<file path="src/rtl/serport_pkg.sv">
package serport_pkg;

  localparam int OFF_MODE = 'h00;
  localparam int OFF_BAUD = 'h04;
  localparam int OFF_CTRL = 'h08;
  localparam int OFF_TXD  = 'h0C;
  localparam int OFF_STAT = 'h10;
  localparam int OFF_RXD  = 'h14;
  localparam int OFF_FCTL = 'h18;
  localparam int OFF_CNT  = 'h1C;
  localparam int OFF_PORT = 'h20;
  localparam int OFF_LSR  = 'h24;

  localparam logic [7:0] MASK_MODE = 8'h7B;
  localparam logic [7:0] MASK_CTRL = 8'hFA;
  localparam logic [7:0] MASK_PORT = 8'hF3;

  // status bit positions
  localparam int FB_TEND = 6;
  localparam int FB_TDE  = 5;
  localparam int FB_BRK  = 4;
  localparam int FB_RDF  = 1;
  localparam int FB_DR   = 0;

  // control bit positions
  localparam int CB_RE  = 4;
  localparam int CB_TE  = 5;
  localparam int CB_RIE = 6;
  localparam int CB_TIE = 7;

  function automatic int unsigned trig_level(input logic [1:0] sel);
    case (sel)
      2'd0:    trig_level = 1;
      2'd1:    trig_level = 4;
      2'd2:    trig_level = 8;
      default: trig_level = 14;
    endcase
  endfunction

endpackage

</file>
<file path="src/rtl/serport_rxq.sv">
module serport_rxq #(
  parameter int DEPTH = 16,
  parameter int BW    = 8,
  localparam int CNT_W = $clog2(DEPTH + 1),
  localparam int PTR_W = $clog2(DEPTH)
) (
  input  logic             clk,
  input  logic             rst_n,
  input  logic             push,
  input  logic [BW-1:0]    push_data,
  input  logic             pop,
  input  logic             flush,
  output logic [BW-1:0]    head_data,
  output logic [CNT_W-1:0] count,
  output logic [CNT_W-1:0] cnt_nxt,
  output logic             push_acc,
  output logic             pop_acc
);

  logic [BW-1:0]    mem [DEPTH];
  logic [PTR_W-1:0] wr_ptr, rd_ptr, wr_inc, rd_inc;
  logic             full, empty;

  assign full  = (count == CNT_W'(DEPTH));
  assign empty = (count == '0);

  assign push_acc = push && !full && !flush;
  assign pop_acc  = pop && !empty && !flush;

  generate
    if (DEPTH == (1 << PTR_W)) begin : g_wrap_pow2
      assign wr_inc = wr_ptr + 1'b1;
      assign rd_inc = rd_ptr + 1'b1;
    end else begin : g_wrap_cmp
      assign wr_inc = (wr_ptr == PTR_W'(DEPTH - 1)) ? '0 : wr_ptr + 1'b1;
      assign rd_inc = (rd_ptr == PTR_W'(DEPTH - 1)) ? '0 : rd_ptr + 1'b1;
    end
  endgenerate

  always_comb begin
    cnt_nxt = count;
    if (flush)
      cnt_nxt = '0;
    else if (push_acc && !pop_acc)
      cnt_nxt = count + 1'b1;
    else if (pop_acc && !push_acc)
      cnt_nxt = count - 1'b1;
  end

  always_ff @(posedge clk) begin
    if (push_acc)
      mem[wr_ptr] <= push_data;
  end

  always_ff @(posedge clk) begin
    if (!rst_n || flush) begin
      wr_ptr <= '0;
      rd_ptr <= '0;
      count  <= '0;
    end else begin
      if (push_acc) wr_ptr <= wr_inc;
      if (pop_acc)  rd_ptr <= rd_inc;
      count <= cnt_nxt;
    end
  end

  assign head_data = empty ? '0 : mem[rd_ptr];

  AST_CNT_BOUND: assert property (@(posedge clk) disable iff (!rst_n)
    count <= CNT_W'(DEPTH));
  AST_FULL_DROP: assert property (@(posedge clk) disable iff (!rst_n)
    full && push && !pop && !flush |=> full);
  AST_FLUSH_EMPTY: assert property (@(posedge clk) disable iff (!rst_n)
    flush |=> empty);
  AST_EMPTY_POP: assert property (@(posedge clk) disable iff (!rst_n)
    empty && pop && !push |=> empty);

endmodule

</file>
<file path="src/rtl/serport_stat.sv">
module serport_stat #(
  parameter int CNT_W = 5
) (
  input  logic             clk,
  input  logic             rst_n,
  input  logic             st_wr,
  input  logic             keep_tend,
  input  logic             keep_tde,
  input  logic             keep_brk,
  input  logic             keep_rdf,
  input  logic             keep_dr,
  input  logic             ctrl_wr,
  input  logic             ctrl_te_new,
  input  logic             ctrl_rie_new,
  input  logic             te,
  input  logic             rie,
  input  logic             tx_load,
  input  logic             tx_done,
  input  logic             brk,
  input  logic             push_acc,
  input  logic             pop_acc,
  input  logic [CNT_W-1:0] cnt_nxt,
  input  logic [CNT_W-1:0] trig,
  output logic [7:0]       flags,
  output logic             rx_irq
);
  import serport_pkg::*;

  logic tend_q, tde_q, brk_q, rdf_q, irq_q;
  logic tend_n, tde_n, brk_n, rdf_n, irq_n;
  logic rie_eff, reach;

  assign rie_eff = ctrl_wr ? ctrl_rie_new : rie;
  assign reach   = push_acc && (cnt_nxt >= trig);

  always_comb begin
    tend_n = tend_q;
    tde_n  = tde_q;
    brk_n  = brk_q;
    rdf_n  = rdf_q;
    irq_n  = irq_q;
    if (st_wr) begin
      if (!keep_tend) tend_n = 1'b0;
      if (!keep_tde)  tde_n  = 1'b0;
      if (!keep_brk)  brk_n  = 1'b0;
      if (!keep_rdf)  rdf_n  = 1'b0;
      if (!keep_rdf || !keep_dr) irq_n = 1'b0;
    end
    if (ctrl_wr && !ctrl_te_new)  tend_n = 1'b1;
    if (ctrl_wr && !ctrl_rie_new) irq_n  = 1'b0;
    if (tx_done && te) begin
      tend_n = 1'b1;
      tde_n  = 1'b1;
    end
    if (tx_load) tde_n = 1'b0;
    if (brk)     brk_n = 1'b1;
    if (pop_acc && (cnt_nxt < trig)) rdf_n = 1'b0;
    if (reach) begin
      rdf_n = 1'b1;
      if (rie_eff) irq_n = 1'b1;
    end
  end

  always_ff @(posedge clk) begin
    if (!rst_n) begin
      tend_q <= 1'b1;
      tde_q  <= 1'b1;
      brk_q  <= 1'b0;
      rdf_q  <= 1'b0;
      irq_q  <= 1'b0;
    end else begin
      tend_q <= tend_n;
      tde_q  <= tde_n;
      brk_q  <= brk_n;
      rdf_q  <= rdf_n;
      irq_q  <= irq_n;
    end
  end

  always_comb begin
    flags          = '0;
    flags[FB_TEND] = tend_q;
    flags[FB_TDE]  = tde_q;
    flags[FB_BRK]  = brk_q;
    flags[FB_RDF]  = rdf_q;
    flags[FB_DR]   = 1'b0;
  end
  assign rx_irq = irq_q;

  AST_RDF_REACH: assert property (@(posedge clk) disable iff (!rst_n)
    reach |=> flags[FB_RDF]);
  AST_IRQ_NEEDS_RIE: assert property (@(posedge clk) disable iff (!rst_n)
    rx_irq |-> rie);
  AST_BRK_SET: assert property (@(posedge clk) disable iff (!rst_n)
    brk |=> flags[FB_BRK]);
  AST_TDE_LOAD: assert property (@(posedge clk) disable iff (!rst_n)
    tx_load |=> !flags[FB_TDE]);

endmodule

</file>
<file path="src/rtl/serport_regfront.sv">
module serport_regfront #(
  parameter int ADDR_W = 6,
  parameter int DW     = 16,
  parameter int BW     = 8,
  parameter int DEPTH  = 16
) (
  input  logic              clk,
  input  logic              rst_n,
  input  logic [ADDR_W-1:0] bus_addr,
  input  logic              bus_wr,
  input  logic              bus_rd,
  input  logic [DW-1:0]     bus_wdata,
  output logic [DW-1:0]     bus_rdata,
  input  logic              rx_valid,
  output logic              rx_ready,
  input  logic [BW-1:0]     rx_data,
  output logic              tx_valid,
  input  logic              tx_ready,
  output logic [BW-1:0]     tx_data,
  input  logic              brk_pulse,
  output logic              rx_irq,
  output logic              tx_irq
);
  import serport_pkg::*;

  localparam int CNT_W = $clog2(DEPTH + 1);
  localparam logic [ADDR_W-1:0] A_MODE = ADDR_W'(OFF_MODE);
  localparam logic [ADDR_W-1:0] A_BAUD = ADDR_W'(OFF_BAUD);
  localparam logic [ADDR_W-1:0] A_CTRL = ADDR_W'(OFF_CTRL);
  localparam logic [ADDR_W-1:0] A_TXD  = ADDR_W'(OFF_TXD);
  localparam logic [ADDR_W-1:0] A_STAT = ADDR_W'(OFF_STAT);
  localparam logic [ADDR_W-1:0] A_RXD  = ADDR_W'(OFF_RXD);
  localparam logic [ADDR_W-1:0] A_FCTL = ADDR_W'(OFF_FCTL);
  localparam logic [ADDR_W-1:0] A_CNT  = ADDR_W'(OFF_CNT);
  localparam logic [ADDR_W-1:0] A_PORT = ADDR_W'(OFF_PORT);
  localparam logic [ADDR_W-1:0] A_LSR  = ADDR_W'(OFF_LSR);

  logic [BW-1:0]    mode_q, baud_q, ctrl_q, port_q, txd_q;
  logic [DW-1:0]    fctl_q, rd_mux, rdata_q;
  logic             txv_q, txdone_q;
  logic [BW-1:0]    wbyte, head_data;
  logic [CNT_W-1:0] count, cnt_nxt, trig;
  logic [7:0]       flags;
  logic             w_ctrl, w_txd, w_stat, w_fctl, rd_pop, flush;
  logic             push_acc, pop_acc, tx_hs;

  assign wbyte  = bus_wdata[BW-1:0];
  assign w_ctrl = bus_wr && (bus_addr == A_CTRL);
  assign w_txd  = bus_wr && (bus_addr == A_TXD);
  assign w_stat = bus_wr && (bus_addr == A_STAT);
  assign w_fctl = bus_wr && (bus_addr == A_FCTL);
  assign rd_pop = bus_rd && (bus_addr == A_RXD);
  assign flush  = w_fctl && bus_wdata[1];
  assign tx_hs  = txv_q && tx_ready;

  assign trig     = CNT_W'(trig_level(fctl_q[7:6]));
  assign rx_ready = ctrl_q[CB_RE];
  assign tx_irq   = ctrl_q[CB_TIE];
  assign tx_valid = txv_q;
  assign tx_data  = txd_q;

  always_ff @(posedge clk) begin
    if (!rst_n) begin
      mode_q <= '0;
      baud_q <= 8'hFF;
      ctrl_q <= 8'h20;
      port_q <= '0;
      fctl_q <= '0;
    end else if (bus_wr) begin
      case (bus_addr)
        A_MODE:  mode_q <= wbyte & MASK_MODE;
        A_BAUD:  baud_q <= wbyte;
        A_CTRL:  ctrl_q <= wbyte & MASK_CTRL;
        A_FCTL:  fctl_q <= bus_wdata;
        A_PORT:  port_q <= wbyte & MASK_PORT;
        default: ;
      endcase
    end
  end

  always_ff @(posedge clk) begin
    if (!rst_n) begin
      txd_q    <= '0;
      txv_q    <= 1'b0;
      txdone_q <= 1'b0;
    end else begin
      txdone_q <= tx_hs;
      if (w_txd) begin
        txd_q <= wbyte;
        txv_q <= 1'b1;
      end else if (tx_hs) begin
        txv_q <= 1'b0;
      end
    end
  end

  serport_rxq #(.DEPTH(DEPTH), .BW(BW)) u_rxq (
    .clk       (clk),
    .rst_n     (rst_n),
    .push      (rx_valid && rx_ready),
    .push_data (rx_data),
    .pop       (rd_pop),
    .flush     (flush),
    .head_data (head_data),
    .count     (count),
    .cnt_nxt   (cnt_nxt),
    .push_acc  (push_acc),
    .pop_acc   (pop_acc)
  );

  serport_stat #(.CNT_W(CNT_W)) u_stat (
    .clk          (clk),
    .rst_n        (rst_n),
    .st_wr        (w_stat),
    .keep_tend    (bus_wdata[FB_TEND]),
    .keep_tde     (bus_wdata[FB_TDE]),
    .keep_brk     (bus_wdata[FB_BRK]),
    .keep_rdf     (bus_wdata[FB_RDF]),
    .keep_dr      (bus_wdata[FB_DR]),
    .ctrl_wr      (w_ctrl),
    .ctrl_te_new  (bus_wdata[CB_TE]),
    .ctrl_rie_new (bus_wdata[CB_RIE]),
    .te           (ctrl_q[CB_TE]),
    .rie          (ctrl_q[CB_RIE]),
    .tx_load      (w_txd),
    .tx_done      (txdone_q),
    .brk          (brk_pulse),
    .push_acc     (push_acc),
    .pop_acc      (pop_acc),
    .cnt_nxt      (cnt_nxt),
    .trig         (trig),
    .flags        (flags),
    .rx_irq       (rx_irq)
  );

  always_comb begin
    case (bus_addr)
      A_MODE:  rd_mux = DW'(mode_q);
      A_BAUD:  rd_mux = DW'(baud_q);
      A_CTRL:  rd_mux = DW'(ctrl_q);
      A_STAT:  rd_mux = DW'(flags);
      A_RXD:   rd_mux = DW'(head_data);
      A_FCTL:  rd_mux = fctl_q;
      A_CNT:   rd_mux = DW'(count);
      A_PORT:  rd_mux = DW'(port_q);
      A_LSR:   rd_mux = '0;
      default: rd_mux = '0;
    endcase
  end

  always_ff @(posedge clk) begin
    if (!rst_n)
      rdata_q <= '0;
    else if (bus_rd)
      rdata_q <= rd_mux;
  end
  assign bus_rdata = rdata_q;

  AST_TX_HOLD: assert property (@(posedge clk) disable iff (!rst_n)
    txv_q && !tx_ready && !w_txd |=> txv_q && $stable(txd_q));
  AST_TX_DONE_SETS: assert property (@(posedge clk) disable iff (!rst_n)
    txdone_q && ctrl_q[CB_TE] && !w_txd |=> flags[FB_TDE] && flags[FB_TEND]);

endmodule

</file>
<file path="config.mk">
export PLATFORM = sky130hd
export DESIGN_NAME = serport_regfront
export DESIGN_NICKNAME = d
export VERILOG_FILES = /design/src/rtl/serport_pkg.sv /design/src/rtl/serport_rxq.sv /design/src/rtl/serport_stat.sv /design/src/rtl/serport_regfront.sv
export SDC_FILE = /design/constraint.sdc
export NUM_CORES = 1
export LEC_CHECK = 0
export ABC_AREA = 1
export BUFFER_PORTS_ARGS = -buffer_cell sky130_fd_sc_hd__buf_4
export CORE_ASPECT_RATIO = 1.4
export CORE_MARGIN = 2
export CORE_UTILIZATION = 45
export DETAILED_ROUTE_END_ITERATION = 10
export GPL_ROUTABILITY_DRIVEN = 0
export PLACE_DENSITY_LB_ADDON = 0.2
export SLEW_MARGIN = 30
export SYNTH_ARGS = -nofsm -noshare
export SYNTH_HDL_FRONTEND = slang
export SYNTH_SLANG_ARGS = --single-unit
</file>
<file path="constraint.sdc">
create_clock -name clk -period 5.5 [get_ports clk]
set_input_delay 0.55 -clock clk [delete_from_list [all_inputs] [get_ports clk]]
set_output_delay 0.55 -clock clk [all_outputs]
set_load 0.02 [all_outputs]
</file>
==> results of run 1 <==
-- per-stage QoR --
step                      cell area (µm²)  total power, mW  utilization [%]  hold WS (ps)
final                               10400             3.16             52.4           256
after global routing                10400             3.26             52.4           251
after CTS                           10400             3.19             52.4           245
after detailed placement             9770             1.87             49.3           442
after global placement               9770             1.87             49.3           434
after floorplan                      9120             1.81                -           424
-- registers in the layout, summed over array words and instances (netlist names), 5 cells and up, named ones only --
| name | flops |
|---|---|
| ctrl_q | 6 |
| bus_rdata | 16 |
| mode_q | 6 |
| port_q | 6 |
| u_rxq.count | 5 |
| baud_q | 8 |
| tx_data | 8 |
| u_rxq.mem | 128 |
| fctl_q | 16 |
-- area by class of cell --
cell class / instances / area [µm²] / share of cell area, %
sequential: 218 / 5650 / 54.3
tap: 252 / 315 / 3.03
inverter: 64 / 245 / 2.36
multi-input combinational: 601 / 3050 / 29.3
timing repair buffer: 69 / 518 / 4.98
clock buffer: 31 / 583 / 5.61
clock inverter: 7 / 43.8 / 0.421
-- worst min path at each step --
stage | from | to | slack [ps] | depth (start not counted)
3_3_place_gp | fctl_q[4] | fctl_q[4] | 430 | 2
4_1_cts | tx_ready | tx_valid | 250 | 2
5_1_grt | tx_ready | tx_valid | 250 | 2
6_report | tx_ready | tx_valid | 260 | 2
2_1_floorplan | fctl_q[4] | fctl_q[4] | 420 | 2
3_5_place_dp | fctl_q[4] | fctl_q[4] | 440 | 2
-- cell families after synthesis --
| group | count (synthesis) | share of synthesized area (%) |
|---|---|---|
| AND/OR/NAND/NOR | 348 | 16.6 |
| adder cells (fa/ha/maj) | 12 | 1.65 |
| XOR/XNOR | 4 | 0.384 |
| flip-flops | 218 | 61.9 |
| AO/OA/AOI/OAI | 237 | 14.8 |
| buffers and inverters | 105 | 4.69 |
-- layer usage --
layer	vias up	track usage (%)	wire [µm]
li1	3307	-	-
met1	3051	24.0	8790
met2	169	38.8	11600
met3	55	2.54	955
met4	0	8.99	818
met5	-	0	0
-- worst max-delay path: stages (launching register included) --
cell and delay [ps]:
dfxtp_1 320, inv_1 170, ha_1 220, nand3_1 80
nand2_1 130, inv_2 90, nor2_4 160, inv_2 70
o21ai_1 110, nand3_1 70, nand2_1 80, inv_1 40
ha_1 320, a21o_1 190, a211oi_1 250, nand3_1 140
nand2_1 90, a21oi_2 40
-- report_power, final --
group          total, mW  switching [mW]  leakage (nW)  internal (mW)
logic              0.101          0.0674          1.62         0.0338
registers           1.73         0.00384          1.88           1.73
clock network       1.33           0.588         0.306          0.739
total               3.16           0.659          3.80           2.50
-- layout by cell type (no fill, tap or decap), types with 3 or more instances in the layout --
cell type,n
clkinv_1,4
o21ai_1,3
buf_4,69
nor2_1,161
nor3_1,3
a211oi_1,3
o221ai_1,10
o21a_1,3
clkbuf_16,21
nand2_2,3
xor2_1,3
dfxtp_1,89
o22ai_1,12
clkbuf_1,8
inv_1,50
nor2_2,4
o21ai_0,121
edfxtp_1,128
inv_2,10
o211ai_1,26
ha_1,12
nand4_1,3
nand2_1,121
nor2_4,5
a21oi_1,48
nand3_2,5
nand3_1,34
==> summary.txt, run 1 <==
Run status
  – Status: finished clean

Cells and area
  – Nets: 1024
  – Area grow syn2layout: 14.0%
  – Ant. Diodes: 0
  – Fill count: 1824
  – Final cell count without fillers: 1242
  – Share of cells above drive strength 1: 13.3%

Synthesis
  – EDFF count, synth: 128
  – Dominant cells by area after synthesis: edfxtp_1 (42%), dfxtp_1 (20%), o21ai_0 (6.6%), nor2_1 (6.6%), nand2_1 (5.0%)
  – Synth unique cells: 45
  – Count leader, synth: nor2_1
  – Syn nets: 973
  – Yosys Warn Count: 0
  – Top cells by count, synth: nor2_1 (161), edfxtp_1 (128), nand2_1 (121), o21ai_0 (121), dfxtp_1 (90)
  – Synth Register Bits: 218
  – Post-synthesis sequential area ratio: 61.9%
  – Mapped Area: 9120 µm²
  – Predominant post-synthesis flop cell: edfxtp_1
  – Asr flop ratio synth: 0%
  – Post-Syn Area per Cell: 9.87 µm²
  – Synthesized instance count: 924
  – Post-synth top area share: 42.1%
  – Leading area contributor after synthesis: edfxtp_1

Setup path
  – Reg2reg end: u_stat.rdf_q
  – Required time of the critical path: 5870 ps
  – CP max FO: 5
  – Worst Setup EP: u_stat.rdf_q
  – CP Capture Type: flop
  – R2R Path Start: u_rxq.count[0]
  – CP Launch Type: flop
  – Crit Path Category: reg -> reg
  – Worst Setup SP: u_rxq.count[0]
  – R2R depth: 17
  – Arrival @ worst endpoint: 3090 ps
  – R2r setup slk: 2780 ps

Clock network
  – H-tree depth: 1
  – Clk_lat worst skew: 500 ps
  – Post_cts resized: 0
  – Setup repair bufs after CTS: 0
  – Clk buf depth: 3
  – Clock root buffer: clkbuf_16
  – Hold_buf cts: 0
  – TritonCTS clock tree: done
  – Num Clock Sinks: 218
  – Clock-pin slew on the worst setup and hold paths: 60 ps
  – TritonCTS buffer count: 21

Worst hold path
  – HP Class: in -> reg

Route
  – DR WL/cell: 17.8 µm
  – Via/cell ratio: 5.30
  – DRT antenna net count: 0
  – Initial drt markers: 409
  – Routed WL: 22.2 mm
  – Drt pass-1 iters: 4
  – DRC violations left: 0
  – Vias: 6582

Global routing
  – Gr usage total: 20.8%
  – Largest net degree at the start of global routing: 66
  – Initial antenna violation count: 0
  – Number of global-route vias before repair: 6641
  – First-pass GRT wire length: 35.2 mm
  – Total gr overflow: 0

Placement
  – Port Buf Inserts: 64
  – Pre-CTS setup slack: 2580 ps
  – Placed cells: 1204
  – HPWL after DPL: 15.0 mm

Die
  – Rows: 61
  – Starting Density: 46.0%
  – Die Footprint: 21400 µm²
  – Die H: 172 µm
  – I/O pin cnt: 65
  – Core Area: 19800 µm²
  – Die width: 124 µm

STA
  – F_max: 0.368 GHz
  – Period utilisation layout: 49.4%
  – Final setup fails: 0
  – Setup WS post-layout: 2780 ps
  – Post-layout minimum cycle time: 2720 ps
  – Final Skew: 11.0 ps
  – Hold Fails Final Rpt: 0
  – Slew headroom: 41.1%
  – Count of pins over their slew limit: 0
  – RSZ-0062 raised after global routing: false
  – Setup_tns: 0 ps
  – Pin slew with the least headroom to its limit: 881 ps

Power and ir drop
  – Worst ir drop on vdd: 0.000245 V
  – PwrDens: 304 nW/µm²
  – Leakage: 3.80 nW

Job
  – Max cap viols: 0
No activity file was read; power rests on OpenSTA's default activity.
==> run 2, diff against run 1 <==
Clock period 5.5 ns to 2.6 ns, I/O delays scaled along.
==> run 2 against run 1 <==
Global-route usage is 0.41 points higher. Cell count is 3.1% higher. Via count is 4.0% higher. Worst setup slack worse by 2600 ps. First-iteration DRC count is 7.8% higher. Critical path type unchanged.
==> summary.txt, run 2 (synthesized netlist as in run 1, its figures left out) <==
Run status
  – Status: finished clean

Route
  – Vias: 6845
  – Drt pass-1 iters: 5
  – Routed WL: 22.9 mm
  – Initial drt markers: 441
  – DRC violations left: 0
  – DR WL/cell: 17.9 µm
  – DRT antenna net count: 0
  – Via/cell ratio: 5.34

Die
  – Rows: 61
  – Die width: 124 µm
  – Die H: 172 µm
  – Die Footprint: 21400 µm²
  – Starting Density: 46.0%
  – I/O pin cnt: 65
  – Core Area: 19800 µm²

Placement
  – Placed cell area: 10100 µm²
  – Placed cells: 1241
  – Port Buf Inserts: 64
  – HPWL after DPL: 15.8 mm
  – Pre-CTS setup slack: -27.9 ps

Clock network
  – TritonCTS clock tree: done
  – Num Clock Sinks: 218
  – Clock-pin slew on the worst setup and hold paths: 60 ps
  – Clk_lat worst skew: 500 ps
  – Clk buf depth: 3
  – Clock root buffer: clkbuf_16
  – TritonCTS buffer count: 20
  – H-tree depth: 1

STA
  – Final Skew: 9.68 ps
  – Pin slew with the least headroom to its limit: 652 ps
  – Hold Fails Final Rpt: 0
  – Final setup fails: 0
  – Slew headroom: 56.4%
  – Period utilisation layout: 93.1%
  – Post-layout minimum cycle time: 2420 ps
  – Setup WS post-layout: 178 ps
  – F_max: 0.413 GHz
  – Count of pins over their slew limit: 0

Global routing
  – First-pass GRT wire length: 35.8 mm
  – Gr usage total: 21.2%
  – Largest net degree at the start of global routing: 66
  – Total gr overflow: 0
  – Number of global-route vias before repair: 6631
  – Initial antenna violation count: 0

Cells and area
  – Most common cell after layout, fill and taps aside: nor2_1
  – Nets: 1064
  – Max reg flops: 128
  – Post-route cell area: 10800 µm²
  – Largest Register: u_rxq.mem
  – Final cell count without fillers: 1281
  – Area grow syn2layout: 18.5%
  – Share of cells above drive strength 1: 17.7%
  – Ant. Diodes: 0
  – Most frequent cells in the layout: nor2_1 (161), edfxtp_1 (128), o21ai_0 (121), nand2_1 (120), buf_4 (107)
  – Fill count: 1775

Power and ir drop
  – Worst ir drop on vdd: 0.000547 V
  – Leakage: 4.03 nW
  – Overall Power: 6.91 mW
  – PwrDens: 640 nW/µm²

Setup path
  – Arrival @ worst endpoint: 2810 ps
  – CP Launch Type: flop
  – CP Capture Type: flop
  – Crit Path Category: reg -> reg
  – CP max FO: 4
  – Required time of the critical path: 2990 ps

Job
  – Max cap viols: 0

Worst hold path
  – HP Class: in -> reg
run 2: cell types whose count changed in the layout (fill, tap and decap cells not counted), moves of 2 or more:
cell	before	now
buf_4	69	107
bufinv_16	0	2
clkbuf_1	8	3
clkinv_1	4	2
clkinv_2	2	4
clkinv_4	2	0
clkinvlp_4	0	2
dlygate4sd3_1	0	2
ha_1	12	9
ha_4	0	2
run 2: final timing paths:
check                           cells past startpoint           start  slack, ps      endpoint
worst max-delay path                               16  u_rxq.count[0]        180  u_stat.rdf_q
worst min-delay path                                3       brk_pulse         10  u_stat.brk_q
worst max register to register                     16  u_rxq.count[0]        180  u_stat.rdf_q
worst min register to register                      2       fctl_q[4]        450     fctl_q[4]
run 2: area by class of cell:
class	count	area, µm²	area share [%]
well taps	252	315	2.92
inverters	64	245	2.27
clock inverters	10	110	1.02
repair buffers	110	843	7.80
multi-input cells	601	3080	28.5
flip-flops and latches	218	5650	52.2
clock buffers	26	564	5.22
run 2: metal layers:
metal / vias to the layer above / track usage, % / wire, µm
met2: 197 / 38.9 / 12000
met4: 0 / 10.1 / 977
met3: 55 / 2.10 / 1010
li1: 3384 / - / -
met1: 3209 / 24.9 / 8980
met5: - / 0 / 0
run 2: worst max-delay path: stages, from the launching register on:
cell	delay, ps
dfxtp_2	330
inv_1	60
ha_2	200
nand3_2	110
nand3_4	100
nor2_4	140
buf_4	120
nand3_1	60
nand3_1	80
nand2_1	60
inv_1	100
ha_4	220
a21o_1	180
a211oi_2	280
nand3_1	130
nand2_1	90
a21oi_2	50
run 2: power breakdown:
part	internal, mW	switching [mW]
registers	3.66	0.00736
clock network	1.74	1.27
logic	0.0802	0.149
run 2: through the flow:
| step | utilization (%) | hold WS, ps | TNS, ps |
|---|---|---|---|
| after floorplan | - | 359 | 0 |
| after global placement | 50.7 | 438 | 0 |
| after detailed placement | 50.7 | 442 | -50.6 |
| after CTS | 54.2 | 1.45 | 0 |
| after global routing | 54.5 | 16.3 | -93.8 |
| final | 54.5 | 9.74 | 0 |
run 2: repair_timing:
action	CTS	global route
endpoints found under the hold margin	3	0
pin swaps	0	4
cloned	0	0
gates resized for setup	1	6
endpoints found under the setup margin	2	2
setup buffers	0	2
hold buffers	2	0
